--- src/rtl/idram_pkg.sv ---
package idram_pkg;

  typedef enum logic [1:0] {
    S_IDLE = 2'd0,
    S_ROW  = 2'd1,
    S_COL  = 2'd2
  } seqState_t;

  // strobes from the control to the datapath
  typedef struct packed {
    logic load;      // latch the request, start a row strobe
    logic rowPhase;  // row address phase
    logic colPhase;  // column strobe phase
    logic startPre;  // last column cycle, start precharge countdown
  } seqStrobe_t;

endpackage

--- src/rtl/idram_ctrl.sv ---
module idram_ctrl
  import idram_pkg::*;
#(
  parameter int T_RAC = 2,
  parameter int T_CAS = 1
) (
  input  logic       clk,
  input  logic       rstN,
  input  logic       reqValid,
  input  logic       bankReady,
  output seqStrobe_t strobe,
  output logic       ready
);

  localparam int MAXT = (T_RAC > T_CAS) ? T_RAC : T_CAS;
  localparam int CW   = $clog2(MAXT + 1);

  seqState_t state;
  logic [CW-1:0] cnt;
  logic lastCnt;

  assign lastCnt = (cnt == '0);

  always_ff @(posedge clk) begin
    if (!rstN) begin
      state <= S_IDLE;
      cnt   <= '0;
    end else begin
      unique case (state)
        S_IDLE: begin
          if (reqValid && bankReady) begin
            state <= S_ROW;
            cnt   <= CW'(T_RAC - 1);
          end
        end
        S_ROW: begin
          if (lastCnt) begin
            state <= S_COL;
            cnt   <= CW'(T_CAS - 1);
          end else begin
            cnt <= cnt - 1'b1;
          end
        end
        S_COL: begin
          if (lastCnt) begin
            state <= S_IDLE;
          end else begin
            cnt <= cnt - 1'b1;
          end
        end
        default: state <= S_IDLE;
      endcase
    end
  end

  always_comb begin
    strobe.load     = (state == S_IDLE) && reqValid && bankReady;
    strobe.rowPhase = (state == S_ROW);
    strobe.colPhase = (state == S_COL);
    strobe.startPre = (state == S_COL) && lastCnt;
  end

  assign ready = strobe.startPre;

endmodule

--- src/rtl/idram_path.sv ---
module idram_path
  import idram_pkg::*;
#(
  parameter int ROW_W  = 4,
  parameter int COL_W  = 3,
  parameter int DATA_W = 16,
  parameter int T_RP   = 3,
  parameter int NBANK  = 2
) (
  input  logic                        clk,
  input  logic                        rstN,
  input  logic [COL_W+ROW_W:0]        reqAddr,
  input  logic                        reqWrite,
  input  logic [DATA_W-1:0]           wrData,
  input  seqStrobe_t                  strobe,
  input  logic [NBANK-1:0][DATA_W-1:0] memRdata,
  output logic                        bankReady,
  output logic [DATA_W-1:0]           rdData,
  output logic [NBANK-1:0]            rasN,
  output logic [NBANK-1:0]            casN,
  output logic [NBANK-1:0]            weN,
  output logic [NBANK-1:0][((ROW_W > COL_W) ? ROW_W : COL_W)-1:0] memAddr,
  output logic [DATA_W-1:0]           memWdata
);

  localparam int MUX_W = (ROW_W > COL_W) ? ROW_W : COL_W;
  localparam int PW    = $clog2(T_RP + 1);

  logic              curBank;
  logic [ROW_W-1:0]  curRow;
  logic [COL_W-1:0]  curCol;
  logic              curWrite;
  logic [DATA_W-1:0] curData;
  logic [NBANK-1:0][PW-1:0] preCnt;
  logic              reqBank;

  assign reqBank = reqAddr[0];

  // a bank may start a row strobe when its countdown is at its last step
  assign bankReady = (preCnt[reqBank] <= PW'(1));

  always_ff @(posedge clk) begin
    if (!rstN) begin
      curBank  <= 1'b0;
      curRow   <= '0;
      curCol   <= '0;
      curWrite <= 1'b0;
      curData  <= '0;
    end else if (strobe.load) begin
      curBank  <= reqBank;
      curCol   <= reqAddr[COL_W:1];
      curRow   <= reqAddr[COL_W+ROW_W:COL_W+1];
      curWrite <= reqWrite;
      curData  <= wrData;
    end
  end

  always_ff @(posedge clk) begin
    if (!rstN) begin
      preCnt <= '0;
    end else begin
      for (int b = 0; b < NBANK; b++) begin
        if (strobe.startPre && (curBank == b[0])) begin
          preCnt[b] <= PW'(T_RP);
        end else if (preCnt[b] != '0) begin
          preCnt[b] <= preCnt[b] - 1'b1;
        end
      end
    end
  end

  always_comb begin
    for (int b = 0; b < NBANK; b++) begin
      logic sel;
      sel        = (curBank == b[0]);
      rasN[b]    = !(sel && (strobe.rowPhase || strobe.colPhase));
      casN[b]    = !(sel && strobe.colPhase);
      weN[b]     = !(sel && strobe.colPhase && curWrite);
      memAddr[b] = strobe.colPhase ? MUX_W'(curCol) : MUX_W'(curRow);
    end
  end

  assign memWdata = curData;
  assign rdData   = memRdata[curBank];

endmodule

--- src/rtl/ileave_dram_seq.sv ---
module ileave_dram_seq
  import idram_pkg::*;
#(
  parameter int ROW_W  = 4,
  parameter int COL_W  = 3,
  parameter int DATA_W = 16,
  parameter int T_RAC  = 2,
  parameter int T_CAS  = 1,
  parameter int T_RP   = 3,
  localparam int ADDR_W = 1 + COL_W + ROW_W,
  localparam int MUX_W  = (ROW_W > COL_W) ? ROW_W : COL_W
) (
  input  logic              clk,
  input  logic              rstN,
  input  logic              reqValid,
  input  logic              reqWrite,
  input  logic [ADDR_W-1:0] reqAddr,
  input  logic [DATA_W-1:0] wrData,
  output logic [DATA_W-1:0] rdData,
  output logic              ready,
  output logic [1:0]        rasN,
  output logic [1:0]        casN,
  output logic [1:0]        weN,
  output logic [MUX_W-1:0]  memAddrA,
  output logic [MUX_W-1:0]  memAddrB,
  output logic [DATA_W-1:0] memWdata,
  input  logic [DATA_W-1:0] memRdataA,
  input  logic [DATA_W-1:0] memRdataB
);

  seqStrobe_t strobe;
  logic bankReady;
  logic [1:0][MUX_W-1:0]  memAddr;
  logic [1:0][DATA_W-1:0] memRdata;

  assign memRdata = {memRdataB, memRdataA};
  assign memAddrA = memAddr[0];
  assign memAddrB = memAddr[1];

  idram_ctrl #(
    .T_RAC(T_RAC),
    .T_CAS(T_CAS)
  ) u_ctrl (
    .clk      (clk),
    .rstN     (rstN),
    .reqValid (reqValid),
    .bankReady(bankReady),
    .strobe   (strobe),
    .ready    (ready)
  );

  idram_path #(
    .ROW_W (ROW_W),
    .COL_W (COL_W),
    .DATA_W(DATA_W),
    .T_RP  (T_RP),
    .NBANK (2)
  ) u_path (
    .clk      (clk),
    .rstN     (rstN),
    .reqAddr  (reqAddr),
    .reqWrite (reqWrite),
    .wrData   (wrData),
    .strobe   (strobe),
    .memRdata (memRdata),
    .bankReady(bankReady),
    .rdData   (rdData),
    .rasN     (rasN),
    .casN     (casN),
    .weN      (weN),
    .memAddr  (memAddr),
    .memWdata (memWdata)
  );

endmodule

--- config.mk ---
export PLATFORM = sky130hd
export DESIGN_NAME = ileave_dram_seq
export DESIGN_NICKNAME = d
export VERILOG_FILES = /design/src/rtl/idram_pkg.sv /design/src/rtl/idram_ctrl.sv /design/src/rtl/idram_path.sv /design/src/rtl/ileave_dram_seq.sv
export SDC_FILE = /design/constraint.sdc
export NUM_CORES = 1
export LEC_CHECK = 0
export ABC_CLOCK_PERIOD_IN_PS = 3410
export BUFFER_PORTS_ARGS = -buffer_cell sky130_fd_sc_hd__buf_2
export CAP_MARGIN = 20
export CORE_MARGIN = 1
export CORE_UTILIZATION = 48
export CTS_CLUSTER_SIZE = 12
export DETAILED_ROUTE_END_ITERATION = 16
export PLACE_DENSITY = 0.95
export SKIP_LAST_GASP = 1
export SLEW_MARGIN = 5
export SYNTH_ARGS = -nofsm -noshare
export SYNTH_HDL_FRONTEND = slang
export SYNTH_HIERARCHICAL = 1
export SYNTH_SLANG_ARGS = --single-unit
export TNS_END_PERCENT = 20
--- constraint.sdc ---
create_clock -name clk -period 3.41 [get_ports clk]
set_input_delay 0.1705 -clock clk [delete_from_list [all_inputs] [get_ports clk]]
set_output_delay 0.1705 -clock clk [all_outputs]
set_load 0.005 [all_outputs]
Word-level counts from Yosys, hierarchy flattened --
Index checks and enable logic that the tools add are counted.
Operators by class: $add $sub $neg 3, order comparisons 3, equal/unequal tests 6, muxes and demuxes 16, bitwise operators 1, reductions and logical operators 28
Operator list (count):
- two-way mux 16 bit | 2
- two-way mux 2 bit | 11
- logical AND 1 bit | 12
- one-hot mux 2 bit (3 select lines) | 2
- nonzero test 2 bit | 4
- zero test 1 bit | 6
- != test 2 bit (second input constant) | 3
- AND reduction 3 bit | 2
- subtractor 2 x 1 -> 2 bit (second input constant) | 3
- zero test 2 bit | 2
- less-than comparator 1 x 2 -> 1 bit (second input constant) | 2
- two-way mux 4 bit | 1
- nonzero test 3 bit | 1
- == test 2 x 1 -> 1 bit (second input constant) | 1
- == test 2 bit (second input constant) | 1
- <= comparator 2 x 1 -> 1 bit (second input constant) | 1
- != test 2 x 1 -> 1 bit (second input constant) | 1
- logical OR 1 bit | 1
- NOT 1 bit | 1
Storage, ports and cells: register bits 33, input port bits 60, output and inout bits 47, word-level logic and storage cells 66

Longest topological paths before layout --
depth after elaboration 6, gate-level depth with buffers 7

By module --
The synthesis kept the hierarchy.
By module, submodules not included:
- idram_path | instances 1, cells each 136, area an instance 1562.7 µm², seq. area each 580.6 µm²
- idram_ctrl | instances 1, cells each 44, area an instance 386.6 µm², seq. area each 80.1 µm²

Worst setup path after synthesis --
OpenSTA, ideal clock, no wires.
kind register to output, from register u_ctrl.state[0], to output memAddrB[0], arrival 1.319 ns, data required time 3.239 ns, setup slack 1.921 ns, stages on the path, launching flop included 6, buffers on the path 2, cell sequence dfxtp_1 inv_1 ha_1 buf_2 mux2_2 buf_4
RTL lines:
- start, declared | RTL line idram_ctrl.sv:18 | seqState_t state;
- start signal, assigned | RTL line idram_ctrl.sv:26 | state <= S_IDLE;
- start signal, assigned | RTL line idram_ctrl.sv:32 | state <= S_ROW;
- start signal, assigned | RTL line idram_ctrl.sv:38 | state <= S_COL;
- end, declared | RTL line ileave_dram_seq.sv:25 | output logic [MUX_W-1:0] memAddrB,

Final worst setup path --
from register u_path.curBank, to output rdData[2]
On the way: longest elaborated chain between the ends 2
Ends and longest elaborated chain:
- start, declared | RTL line idram_path.sv:29 | logic curBank;
- start signal, assigned | RTL line idram_path.sv:50 | curBank <= reqBank;
- two-way mux 16 bit (implied by the code) (2 in a row) | RTL line idram_path.sv:84 | assign rdData = memRdata[curBank];
- end, declared | RTL line ileave_dram_seq.sv:19 | output logic [DATA_W-1:0] rdData,
No other way between the ends. The select of a mux whose other input is x is not followed.

==> results.tsv <==
metric	value	unit
status	finished clean	
placer congestion estimate	0.761	
CTS Buffer Depth	2	
Max Cap Viol	0	
DR top layer	met4	
setup TNS	0	ns
TritonCTS Buffers	5	
Fin. Hold Viols	0	
crit path from	u_path/curBank$_SDFFE_PN0P_	
maximum VDD drop	0.000402	V
Post-DRT Antenna Nets	0	
CTS tree	built	
TritonRoute pass-1 iters	4	
Post-Synthesis Cells	180	
synthesis warning total	6	
vias in the first global route	1420	
Critical Path Sink Type	output pin	
clk_skew	0.00407	ns
Crit Path Class	flop to output pin	
number of fillers in the final layout	321	
sequential area share after synthesis	0.339	
drt via density	4.91	
grt total ovfl	0	
met3 WL	373	um
detailed-placement wirelength estimate	3150	um
Hold Crit Class	input pin to flop	
wire length on met1	1590	um
Pleak	1.25	nW
# nets final	350	
unique cell type count in the Yosys netlist	30	
postcts setup bufs	0	
largest area contributor in the netlist	dfxtp_1	
Area Growth Syn to Fin	28.6	%
reg2reg start	u_ctrl/state[0]$_SDFFE_PN0P_	
commonest non-fill, non-tap cell in the layout	buf_2	
count of final setup violators	0	
Clock Latency Late Sink	0.28	ns
Storage cell area	661	sq um
met2 WL	2200	um
Multi-input gate area	1100	sq um
syn_area_per_cell	10.8	sq um
Starting Density	0.517	
Clock transition at path regs	0.06	ns
Max Fclk	0.487	GHz
All-Layer GR Usage	0.185	
synthesized area	1950	sq um
Synth Register Bits	33	
WP data required	3.24	ns
IO Pins	107	
max-slew violations	0	
Clock Sinks	33	
top cell type's share of synthesized area	0.339	
Core Region	3770	sq um
initial antenna violation count	0	
Routed WL	4200	um
Die Height	65.7	um
synthesized net count	252	
hold depth	3	
residual DRC count	0	
# hold bufs at CTS	0	
crit-path max FO	25	
largest net degree at the start of global routing	31	
share of cells above drive strength 1	0.487	
min-delay src	wrData[10]	
total chip power	1.62	mW
1st-iter DRT viols	86	
htree depth	2	
row cnt	22	
die area	4320	sq um
crit start category	flop	
diode count	0	
wire per inst	12.9	um
DIE WIDTH	65.7	um
crit share post-route	0.602	
first-pass GRT wire length	6000	um
most frequent cells in the layout	buf_2 (106), dfxtp_1 (33), nor2b_1 (26), mux2i_1 (26), mux2_4 (13)	
total power divided by cell area	647	nW/um^2
R2R depth	5	
Worst Max-Slew Pin Slew	1.10	ns
CTS root buf	clkbuf_8	
Resized Gates After CTS	0	
Area contributors post-synth	dfxtp_1 (34%), mux2i_1 (13%), mux2_4 (10%)	
fin crit period	2.05	ns
Worst EP arrival	1.88	ns
via count	1606	
Max-slew headroom	0.269	
RSZ-0062 raised after global routing	no	
PortBufs	106	
[critical path: stages, from the launching register on]
cell     delay [ns]
dfxtp_1        1.05
mux2_2         0.43
buf_2          0.13
[worst paths after layout]
| path | to | slack, ns |
|---|---|---|
| worst max-delay path | rdData[2] | 1.36 |
| worst min-delay path | u_path/memWdata[10]$_SDFFE_PN0P_ | 0.15 |
| worst max register to register | u_path/curWrite$_SDFFE_PN0P_ | 1.54 |
| worst min register to register | u_path/memWdata[10]$_SDFFE_PN0P_ | 0.51 |
[synthesized netlist by cell type]
cell type and n:
dfxtp_1 33, mux2i_1 26, nor2b_1 26, mux2_4 13, ha_1 12, inv_1 10
mux2_2 8, buf_4 5, a21boi_0 4, a21oi_1 4, nand2_1 4, nand2b_1 4
buf_12 3, buf_6 3, nand3_1 3, o21ai_0 3, buf_2 2, clkbuf_1 2
o21ai_1 2, o21bai_1 2, xor2_1 2, a2111o_1 1, a21bo_1 1, a21boi_2 1
a21o_1 1, a311o_1 1, and2_1 1, and3_2 1, nand3b_1 1, o21ba_1 1
[per-layer routing]
layer  up-vias  GRT usage
met5         -          0
met4         0     0.0652
met3         6     0.0642
met2        65      0.366
met1       733      0.169
li1        802          -
[state kept, by name, indices dropped and copies added (netlist names)]
signal,count
u_ctrl/cnt,2
u_ctrl/state,2
u_path/curBank,1
u_path/curCol,3
u_path/curRow,4
u_path/curWrite,1
u_path/memWdata,16
u_path/preCnt,4
[where the power goes]
part	switching (mW)	internal, mW
clock network	0.133	0.238
logic	0.314	0.379
registers	0.0777	0.480
total	0.525	1.10
[cell families after synthesis]
logic type	synth area share
simple gates	0.123
flops	0.339
mux	0.280
fa+ha+maj	0.0770
xor+xnor	0.00899
buf+inv	0.0956
compound gates	0.0770
[per-stage QoR]
stage          hold WS [ns]  utilization  worst slack, ns  std cells  cell area [sq um]
2_1_floorplan         0.340            -             1.92        180               1950
3_3_place_gp          0.424        0.634             1.65        319               2390
3_5_place_dp          0.435        0.634             1.58        319               2390
4_1_cts               0.143        0.665             1.34        327               2510
5_1_grt               0.154        0.665             1.28        327               2510
6_report              0.149        0.665             1.36        327               2510
[area by class of cell]
cell class,count,share of cell area
repair buffers,106,0.212
clock inverters,1,0.0120
multi-input cells,122,0.440
flip-flops and latches,33,0.263
inverters,10,0.0150
well taps,48,0.0240
clock buffers,7,0.0344
Note: power is estimated with default switching activity, not from simulation.
